<file path="config.mk">
export PLATFORM = sky130hd
export DESIGN_NAME = pulse_tally
export DESIGN_NICKNAME = d
export VERILOG_FILES = /design/src/rtl/pt_pkg.sv /design/src/rtl/pt_pin_sync.sv /design/src/rtl/pt_gate_div.sv /design/src/rtl/pt_accum.sv /design/src/rtl/pt_tclk_sel.sv /design/src/rtl/pulse_tally.sv
export SDC_FILE = /design/constraint.sdc
export NUM_CORES = 1
export LEC_CHECK = 0
export CELL_PAD_IN_SITES_DETAIL_PLACEMENT = 1
export CELL_PAD_IN_SITES_GLOBAL_PLACEMENT = 2
export CORE_ASPECT_RATIO = 0.7
export CORE_MARGIN = 10
export CORE_UTILIZATION = 38
export CTS_CLUSTER_SIZE = 28
export DETAILED_ROUTE_END_ITERATION = 8
export GPL_ROUTABILITY_DRIVEN = 0
export HOLD_SLACK_MARGIN = 0.06
export PLACE_DENSITY = 0.95
export SLEW_MARGIN = 0
export SYNTH_ARGS = -nofsm -noshare
export SYNTH_HDL_FRONTEND = slang
export SYNTH_HIERARCHICAL = 1
export SYNTH_SLANG_ARGS = --single-unit
</file>
<file path="constraint.sdc">
create_clock -name clk -period 5.85 [get_ports clk]
set_input_delay 1.4625 -clock clk [delete_from_list [all_inputs] [get_ports clk]]
set_output_delay 1.4625 -clock clk [all_outputs]
set_load 0.01 [all_outputs]
</file>
<file path="src/rtl/pt_pkg.sv">
package pt_pkg;

   typedef enum logic [1:0] {
      ADDR_CTRL   = 2'd0,
      ADDR_STAT   = 2'd1,
      ADDR_CNT_HI = 2'd2,
      ADDR_CNT_LO = 2'd3
   } pt_addr_e;

   typedef enum logic [1:0] {
      TCLK_PRESC = 2'd0,
      TCLK_PIN   = 2'd1,
      TCLK_DIV_A = 2'd2,
      TCLK_DIV_B = 2'd3
   } pt_tclk_e;

   typedef struct packed {
      logic     en;
      logic     gated;
      logic     edge_hi;
      pt_tclk_e clk_sel;
      logic     ovf_ie;
      logic     edge_ie;
   } pt_ctrl_t;

   localparam int CTRL_W = $bits(pt_ctrl_t);

endpackage

</file>
<file path="src/rtl/pt_pin_sync.sv">
module pt_pin_sync #(
   parameter int STAGES = 2
) (
   input  logic clk,
   input  logic rst_n,
   input  logic pin_async,
   output logic lvl,
   output logic rise,
   output logic fall
);
   generate
      if (STAGES < 2) begin : g_bad_stages
         $error("pt_pin_sync: STAGES must be at least 2");
      end
   endgenerate

   logic [STAGES-1:0] chain_q;
   logic              prev_q;

   generate
      for (genvar i = 0; i < STAGES; i++) begin : g_stage
         if (i == 0) begin : g_first
            always_ff @(posedge clk or negedge rst_n) begin
               if (!rst_n) chain_q[0] <= 1'b0;
               else        chain_q[0] <= pin_async;
            end
         end else begin : g_next
            always_ff @(posedge clk or negedge rst_n) begin
               if (!rst_n) chain_q[i] <= 1'b0;
               else        chain_q[i] <= chain_q[i-1];
            end
         end
      end
   endgenerate

   always_ff @(posedge clk or negedge rst_n) begin
      if (!rst_n) prev_q <= 1'b0;
      else        prev_q <= chain_q[STAGES-1];
   end

   assign lvl  = chain_q[STAGES-1];
   assign rise = lvl & ~prev_q;
   assign fall = ~lvl & prev_q;
endmodule

</file>
<file path="src/rtl/pt_gate_div.sv">
module pt_gate_div #(
   parameter int DIV_LOG2 = 6
) (
   input  logic clk,
   input  logic rst_n,
   output logic tick
);
   generate
      if (DIV_LOG2 < 1 || DIV_LOG2 > 16) begin : g_bad_div
         $error("pt_gate_div: DIV_LOG2 out of range");
      end
   endgenerate

   logic [DIV_LOG2-1:0] div_q;

   always_ff @(posedge clk or negedge rst_n) begin
      if (!rst_n) div_q <= '0;
      else        div_q <= div_q + 1'b1;
   end

   assign tick = &div_q;
endmodule

</file>
<file path="src/rtl/pt_accum.sv">
module pt_accum #(
   parameter int BYTE_W = 8,
   localparam int CNT_W = 2 * BYTE_W
) (
   input  logic              clk,
   input  logic              rst_n,
   input  logic              inc,
   input  logic              ld_hi,
   input  logic              ld_lo,
   input  logic [BYTE_W-1:0] wdata,
   output logic [CNT_W-1:0]  cnt,
   output logic              wrap
);
   logic [BYTE_W-1:0] hi_q, lo_q;
   logic              any_ld;
   logic [CNT_W-1:0]  cnt_plus;

   assign any_ld   = ld_hi | ld_lo;
   assign cnt      = {hi_q, lo_q};
   assign cnt_plus = cnt + 1'b1;
   assign wrap     = inc & ~any_ld & (&cnt);

   always_ff @(posedge clk or negedge rst_n) begin
      if (!rst_n) begin
         hi_q <= '0;
         lo_q <= '0;
      end else if (any_ld) begin
         if (ld_hi) hi_q <= wdata;
         if (ld_lo) lo_q <= wdata;
      end else if (inc) begin
         hi_q <= cnt_plus[CNT_W-1:BYTE_W];
         lo_q <= cnt_plus[BYTE_W-1:0];
      end
   end
endmodule

</file>
<file path="src/rtl/pt_tclk_sel.sv">
module pt_tclk_sel
   import pt_pkg::*;
#(
   parameter int PRE_A_LOG2 = 8,
   parameter int PRE_B_LOG2 = 16
) (
   input  logic     clk,
   input  logic     rst_n,
   input  logic     pin_rise,
   input  logic     presc_tick,
   input  pt_tclk_e sel,
   output logic     tick
);
   generate
      if (PRE_A_LOG2 < 1 || PRE_B_LOG2 <= PRE_A_LOG2) begin : g_bad_pre
         $error("pt_tclk_sel: need 1 <= PRE_A_LOG2 < PRE_B_LOG2");
      end
   endgenerate

   logic [PRE_B_LOG2-1:0] pre_q;
   logic                  tick_a, tick_b;

   always_ff @(posedge clk or negedge rst_n) begin
      if (!rst_n)        pre_q <= '0;
      else if (pin_rise) pre_q <= pre_q + 1'b1;
   end

   assign tick_a = pin_rise & (&pre_q[PRE_A_LOG2-1:0]);
   assign tick_b = pin_rise & (&pre_q);

   always_comb begin
      unique case (sel)
         TCLK_PRESC: tick = presc_tick;
         TCLK_PIN:   tick = pin_rise;
         TCLK_DIV_A: tick = tick_a;
         TCLK_DIV_B: tick = tick_b;
         default:    tick = 1'b0;
      endcase
   end
endmodule

</file>
<file path="src/rtl/pulse_tally.sv">
module pulse_tally
   import pt_pkg::*;
#(
   parameter int BYTE_W        = 8,
   parameter int SYNC_STAGES   = 2,
   parameter int GATE_DIV_LOG2 = 6,
   parameter int PRE_A_LOG2    = 8,
   parameter int PRE_B_LOG2    = 16
) (
   input  logic              clk,
   input  logic              rst_n,
   input  logic              bus_wr,
   input  logic              bus_rd,
   input  logic [1:0]        bus_addr,
   input  logic [BYTE_W-1:0] bus_wdata,
   output logic [2*BYTE_W-1:0] bus_rdata,
   input  logic              pin_in,
   input  logic              fast_clr_en,
   input  logic              presc_tick,
   output logic              tmr_tick,
   output logic              irq_ovf,
   output logic              irq_edge
);
   localparam int CNT_W = 2 * BYTE_W;

   generate
      if (BYTE_W < CTRL_W + 1) begin : g_bad_byte
         $error("pulse_tally: BYTE_W too small for control register");
      end
   endgenerate

   pt_ctrl_t          ctrl_q;
   logic              ovf_q, edge_q;
   logic              pin_lvl, pin_rise, pin_fall;
   logic              gate_tick;
   logic              cnt_inc, ld_hi, ld_lo, cnt_wrap;
   logic [CNT_W-1:0]  cnt_q;
   logic              ev_edge, gate_open;
   logic              edge_set, ovf_set;
   logic              cnt_access, fclr;
   logic [1:0]        w1c;
   pt_addr_e          addr;

   assign addr = pt_addr_e'(bus_addr);

   pt_pin_sync #(.STAGES(SYNC_STAGES)) u_sync (
      .clk       (clk),
      .rst_n     (rst_n),
      .pin_async (pin_in),
      .lvl       (pin_lvl),
      .rise      (pin_rise),
      .fall      (pin_fall)
   );

   pt_gate_div #(.DIV_LOG2(GATE_DIV_LOG2)) u_div (
      .clk   (clk),
      .rst_n (rst_n),
      .tick  (gate_tick)
   );

   // Selected edge: same edge counts in event mode and ends the gate in gated mode
   assign ev_edge   = ctrl_q.edge_hi ? pin_rise : pin_fall;
   assign gate_open = gate_tick & (pin_lvl ^ ctrl_q.edge_hi);
   assign cnt_inc   = ctrl_q.en & (ctrl_q.gated ? gate_open : ev_edge);

   assign ld_hi = bus_wr & (addr == ADDR_CNT_HI);
   assign ld_lo = bus_wr & (addr == ADDR_CNT_LO);

   pt_accum #(.BYTE_W(BYTE_W)) u_accum (
      .clk   (clk),
      .rst_n (rst_n),
      .inc   (cnt_inc),
      .ld_hi (ld_hi),
      .ld_lo (ld_lo),
      .wdata (bus_wdata),
      .cnt   (cnt_q),
      .wrap  (cnt_wrap)
   );

   pt_tclk_sel #(.PRE_A_LOG2(PRE_A_LOG2), .PRE_B_LOG2(PRE_B_LOG2)) u_tclk (
      .clk        (clk),
      .rst_n      (rst_n),
      .pin_rise   (pin_rise),
      .presc_tick (presc_tick),
      .sel        (ctrl_q.clk_sel),
      .tick       (tmr_tick)
   );

   // Control register
   always_ff @(posedge clk or negedge rst_n) begin
      if (!rst_n)
         ctrl_q <= '0;
      else if (bus_wr && addr == ADDR_CTRL)
         ctrl_q <= pt_ctrl_t'(bus_wdata[CTRL_W-1:0]);
   end

   // Flags: a set in the same cycle beats any clear
   assign edge_set   = ctrl_q.en & ev_edge;
   assign ovf_set    = cnt_wrap;
   assign cnt_access = (bus_wr | bus_rd) & bus_addr[1];
   assign fclr       = fast_clr_en & cnt_access;
   assign w1c        = (bus_wr && addr == ADDR_STAT) ? bus_wdata[1:0] : 2'b00;

   always_ff @(posedge clk or negedge rst_n) begin
      if (!rst_n) begin
         ovf_q  <= 1'b0;
         edge_q <= 1'b0;
      end else begin
         ovf_q  <= ovf_set  | (ovf_q  & ~fclr & ~w1c[1]);
         edge_q <= edge_set | (edge_q & ~fclr & ~w1c[0]);
      end
   end

   assign irq_ovf  = ovf_q  & ctrl_q.ovf_ie;
   assign irq_edge = edge_q & ctrl_q.edge_ie;

   always_comb begin
      bus_rdata = '0;
      if (bus_rd) begin
         unique case (addr)
            ADDR_CTRL:   bus_rdata[CTRL_W-1:0] = ctrl_q;
            ADDR_STAT:   bus_rdata[1:0]        = {ovf_q, edge_q};
            ADDR_CNT_HI: bus_rdata             = cnt_q;
            ADDR_CNT_LO: bus_rdata[BYTE_W-1:0] = cnt_q[BYTE_W-1:0];
            default:     bus_rdata             = '0;
         endcase
      end
   end
endmodule

</file>
### Word level (Yosys, flattened, before mapping)

Cells that the tools add are included.

| storage, ports and cells | value |
|---|---|
| bits in registers | 50 |
| input port bits | 17 |
| output and inout bits | 19 |

| operators by class | value |
|---|---|
| add/sub/neg operators | 3 |
| eq/ne operators | 8 |
| muxes and demuxes | 15 |
| bitwise gates (word level) | 30 |
| reductions and logical operators | 12 |

Operators with widths:

| kind | count |
|---|---|
| two-way mux 8 bit | 7 |
| adder 16 x 1 -> 16 bit (second input constant) | 2 |
| AND reduction 16 bit | 2 |
| AND 1 bit | 19 |
| two-way mux 16 bit | 1 |
| case mux 5 bit (2 select lines) | 1 |
| == test 2 bit (second input constant) | 4 |
| AND reduction 8 bit | 1 |
| adder 6 x 1 -> 6 bit (second input constant) | 1 |
| inverter 1 bit | 6 |
| case mux 2 bit (3 select lines) | 1 |
| AND reduction 6 bit | 1 |
| == test 2 x 1 -> 1 bit (second input constant) | 2 |
| logical NOT 2 bit | 2 |
| inequality test 2 x 1 -> 1 bit (second input constant) | 2 |
| bitwise OR 1 bit | 4 |
| case mux 1 bit (4 select lines) | 1 |
| AND reduction 2 bit | 2 |
| two-way mux 1 bit | 3 |
| logical AND 1 bit | 2 |
| two-way mux 2 bit | 1 |
| nonzero test 2 bit | 1 |
| OR reduction 2 bit | 1 |
| bitwise XOR 1 bit | 1 |

### Logic depth before layout (Yosys ltp)

| depth | value |
|---|---|
| depth in word-level cells | 8 |
| depth in mapped cells | 11 |
| gate-level depth less buffers | 10 |

### Modules after synthesis

Netlist, hierarchy kept.

Modules (own cells, without submodules):

| module | instances | cells an instance | area an instance (µm²) |
|---|---|---|---|
| pt_accum | 1 | 120 | 1,011.0 |
| pt_tclk_sel | 1 | 62 | 739.5 |
| pulse_tally | 1 | 68 | 644.4 |
| pt_gate_div | 1 | 19 | 239.0 |
| pt_pin_sync | 1 | 5 | 90.1 |

### Worst setup path after synthesis

No wires, ideal clock.

| timing | value |
|---|---|
| path type | input to output |
| start | in bus_addr[1] |
| end | out bus_rdata[2] |
| arrival time | 2.103 ns |
| required time | 4.388 ns |
| slack | 2.284 ns |
| stages on the path | 4 |
| path buffers | 1 |
| path through | buf_4 > nor2_1 > a22oi_1 > nor2b_1 |

| between the ends | value |
|---|---|
| longest elaborated chain between the ends | 4 |
| elaborated cells on any way between the ends | 6 |
| those cells by class | eq/ne (2); mux (2); reduce/logical (2) |

RTL lines:

| element | RTL line | text |
|---|---|---|
| start: declaration | pulse_tally.sv:14 | `input logic [1:0] bus_addr,` |
| == test 2 bit | pulse_tally.sv:120 | `unique case (addr)` |
| OR reduction 2 bit (no source line) | - |  |
| case mux 5 bit (2 select lines) * | pulse_tally.sv:120 |  |
| two-way mux 16 bit * | pulse_tally.sv:119 | `if (bus_rd) begin` |
| end: declaration | pulse_tally.sv:16 | `output logic [2*BYTE_W-1:0] bus_rdata,` |

Every way passes the cells marked *; elsewhere a longest branch is shown, timed or not.

### Worst setup path in the final report

| timing | value |
|---|---|
| start | in bus_addr[1] |
| end | out bus_rdata[15] |

| between the ends | value |
|---|---|
| longest elaborated chain between the ends | 3 |

RTL lines:

| element | RTL line |
|---|---|
| == test 2 bit | pulse_tally.sv:120 |
| two-way mux 8 bit | pulse_tally.sv:120 |
| two-way mux 16 bit | pulse_tally.sv:119 |

No other way between the ends.

==> impl_metrics.env <==
export IMPL_crit_path_cell_trace="clkdlybuf4s50_1 > nand2_1 > nor2_1 > and2_1 > clkdlybuf4s50_1"
export IMPL_max_slew_worst_pin_slew_ns=0.669
export IMPL_drc_errors=0
export IMPL_core_um2=6850
export IMPL_initialDrtViolationCount=97
export IMPL_nNetsFinal=330
export IMPL_hpwl_um=5400
export IMPL_finalHoldViolCount=0
export IMPL_fin_tns_setup_ns=0
export IMPL_grt_pass1_wl_um=12200
export IMPL_finalCriticalPeriod_ns=5.01
export IMPL_grt_pass1_vias=2236
export IMPL_first_pass_iters=4
export IMPL_cts_buffers=5
export IMPL_yosysMostFrequentCell="dfrtp_1"
export IMPL_grt_max_degree=51
export IMPL_critical_path_required_ns=4.39
export IMPL_synth_top_area_share=0.459
export IMPL_ir_drop_mv=0.134
export IMPL_synthTopCellsByArea="dfrtp_1 46%, xnor2_1 5.5%, nand2_1 4.3%"
export IMPL_grt_usage=0.136
export IMPL_max_cap_viol_count=0
export IMPL_die_height_um=90.8
export IMPL_end_kind="output pin"
export IMPL_clkLatencyLatePin_ns=0.31
export IMPL_portBuffers=35
export IMPL_max_stage_delay_ns=0.87
export IMPL_yosysWarningCount=6
export IMPL_cellLeakagePower_nw=1.32
export IMPL_die_area_um2=11000
export IMPL_clkTransAtPathRegs_ns=0.09
export IMPL_rows=25
export IMPL_fmax_mhz=200
export IMPL_fin_worst_skew_ns=0.00694
export IMPL_syn_area_um2=2720
export IMPL_root_buffer="clkbuf_8"
export IMPL_synth_ff_type="dfrtp_1"
export IMPL_ys_seq_area_frac=0.459
export IMPL_async_flop_share=1.00
export IMPL_status="completed"
export IMPL_start_util=0.398
export IMPL_synth_edff_count=0
export IMPL_ff_latch_area_um2=1250
export IMPL_overflow=0
export IMPL_setup_violations=0
export IMPL_postSynthAreaPerCell_um2=9.94
export IMPL_syn_instance_count=274
export IMPL_multi_input_area_um2=1390
export IMPL_powerDensity_nw_per_um2=295
export IMPL_fin_util=0.477
export IMPL_cts_repair_resized=0
export IMPL_synth_seq_cells=50
export IMPL_synth_top_cells_by_count="50 x dfrtp_1, 31 x nand2_1, 17 x xnor2_1"
export IMPL_fill_cells=778
export IMPL_cts_buffer_depth=2
export IMPL_rsz0062_at_grt="no"
export IMPL_arrival_ns=3.54
export IMPL_ctsHoldBuffers=0
export IMPL_min_path_type="flop to flop"
export IMPL_worstSetupStartpointType="input port"
export IMPL_slew_headroom=0.553
export IMPL_path_max_fanout=17
export IMPL_htreeDepth=2
export IMPL_worst_path_most_repeated_cell="clkdlybuf4s50_1"
export IMPL_post_drt_wl_per_cell_um=18.0
export IMPL_critPathKind="input port to output pin"
export IMPL_vias=2140
export IMPL_drive_gt1_frac=0.109
export IMPL_cts_tree="yes"
export IMPL_syn_num_nets=294
export IMPL_syn_to_final_growth_pct=20.0
export IMPL_ys_types=55
export IMPL_antenna_found_initial=0
export IMPL_drt_total_wl_um=7280
export IMPL_clock_sinks=50
export IMPL_io_pins=36
export IMPL_die_w_um=121
export IMPL_viasPerCell=5.28
export IMPL_postCtsSetupRepairBufs=0
export IMPL_slew_viol_final=0
export IMPL_antenna_cells=0
export IMPL_ant_nets=0
export IMPL_worst_path_max_delay_cell="clkdlybuf4s50_1"
export IMPL_synth_largest_area_cell="dfrtp_1"
export IMPL_fin_crit_sh=0.856
==> state kept, by name, indices dropped and copies added (netlist names) <==
name / cells
u_tclk/pre_q: 16
u_accum/hi_q: 8
u_accum/lo_q: 8
ctrl_q: 7
u_div/div_q: 6
edge_q: 1
ovf_q: 1
u_sync/chain_q: 1
u_sync/lvl: 1
u_sync/prev_q: 1
==> where the power goes <==
group	switching (mW)	internal (mW)
Combinational	0.116	0.113
Sequential	0.0824	0.405
Clock	0.121	0.128
==> path summary, 6_finish.rpt <==
| check | start | endpoint | slack, ns | cells after the start |
|---|---|---|---|---|
| worst max-delay path | bus_addr[1] | bus_rdata[15] | 0.84 | 5 |
| worst min-delay path | u_sync/chain_q[0] | u_sync/lvl | 0.36 | 0 |
| worst max register to register | u_sync/lvl | u_accum/hi_q[6] | 2.80 | 8 |
| worst min register to register | u_sync/chain_q[0] | u_sync/lvl | 0.36 | 0 |
| max in group asynchronous | rst_n | u_tclk/pre_q[13] | 4.16 | 2 |
| min in group asynchronous | rst_n | u_div/div_q[3] | 1.26 | 2 |
==> cell type report <==
type | instances | share of cell area
Clock buffer | 6 | 0.0222
Clock inverter | 2 | 0.0115
Inverter | 11 | 0.0126
Multi-Input combinational cell | 205 | 0.425
Sequential cell | 50 | 0.383
Tap cell | 94 | 0.0360
Timing Repair Buffer | 37 | 0.110
==> cells by family (layout without fill, tap and decap cells) <==
kind of cell	after synthesis	in the layout	share of synthesized area
compound gates	45	45	0.106
xor+xnor	26	26	0.0836
fa+ha+maj	3	3	0.0138
buf+inv	19	56	0.0312
flops	50	50	0.459
mux	10	10	0.0404
simple gates	121	121	0.266
==> metal layers <==
layer	wire [µm]	GRT usage	vias to the layer above
met5	0	0	-
met4	48	0.0386	0
met3	399	0.0319	4
met2	3290	0.207	42
met1	3540	0.187	1060
li1	-	-	1034
==> worst max-delay path: cells and delay by family <==
family	cells	cell delay, ns
simple gates	3	0.66
buf+inv	2	1.41
==> stage by stage <==
stage	cells	area [µm²]	setup slack [ns]	power, mW	hold WS (ns)
floorplan	274	2720	2.28	0.621	0.331
CTS	405	3270	0.810	0.979	0.362
detailed placement	397	3160	0.825	0.725	0.339
finish	405	3270	0.843	0.965	0.357
global route	405	3270	0.544	1.03	0.371
global placement	397	3160	0.879	0.710	0.331
==> cell usage in the layout (no fill, tap or decap), types with 4 or more instances in the layout <==
cell	instances
xnor2_1	17
clkbuf_8	5
and2_1	12
xor2_1	9
nand2b_1	4
nor2b_1	11
nor3_1	6
dfrtp_1	50
nand2_1	31
mux2_2	8
and3_1	4
a22oi_1	5
o21ai_0	13
nor2_1	13
nand4_1	5
inv_1	11
clkdlybuf4s50_1	34
a21oi_1	12
nand3_1	8
(Power assumes the default switching activity.)
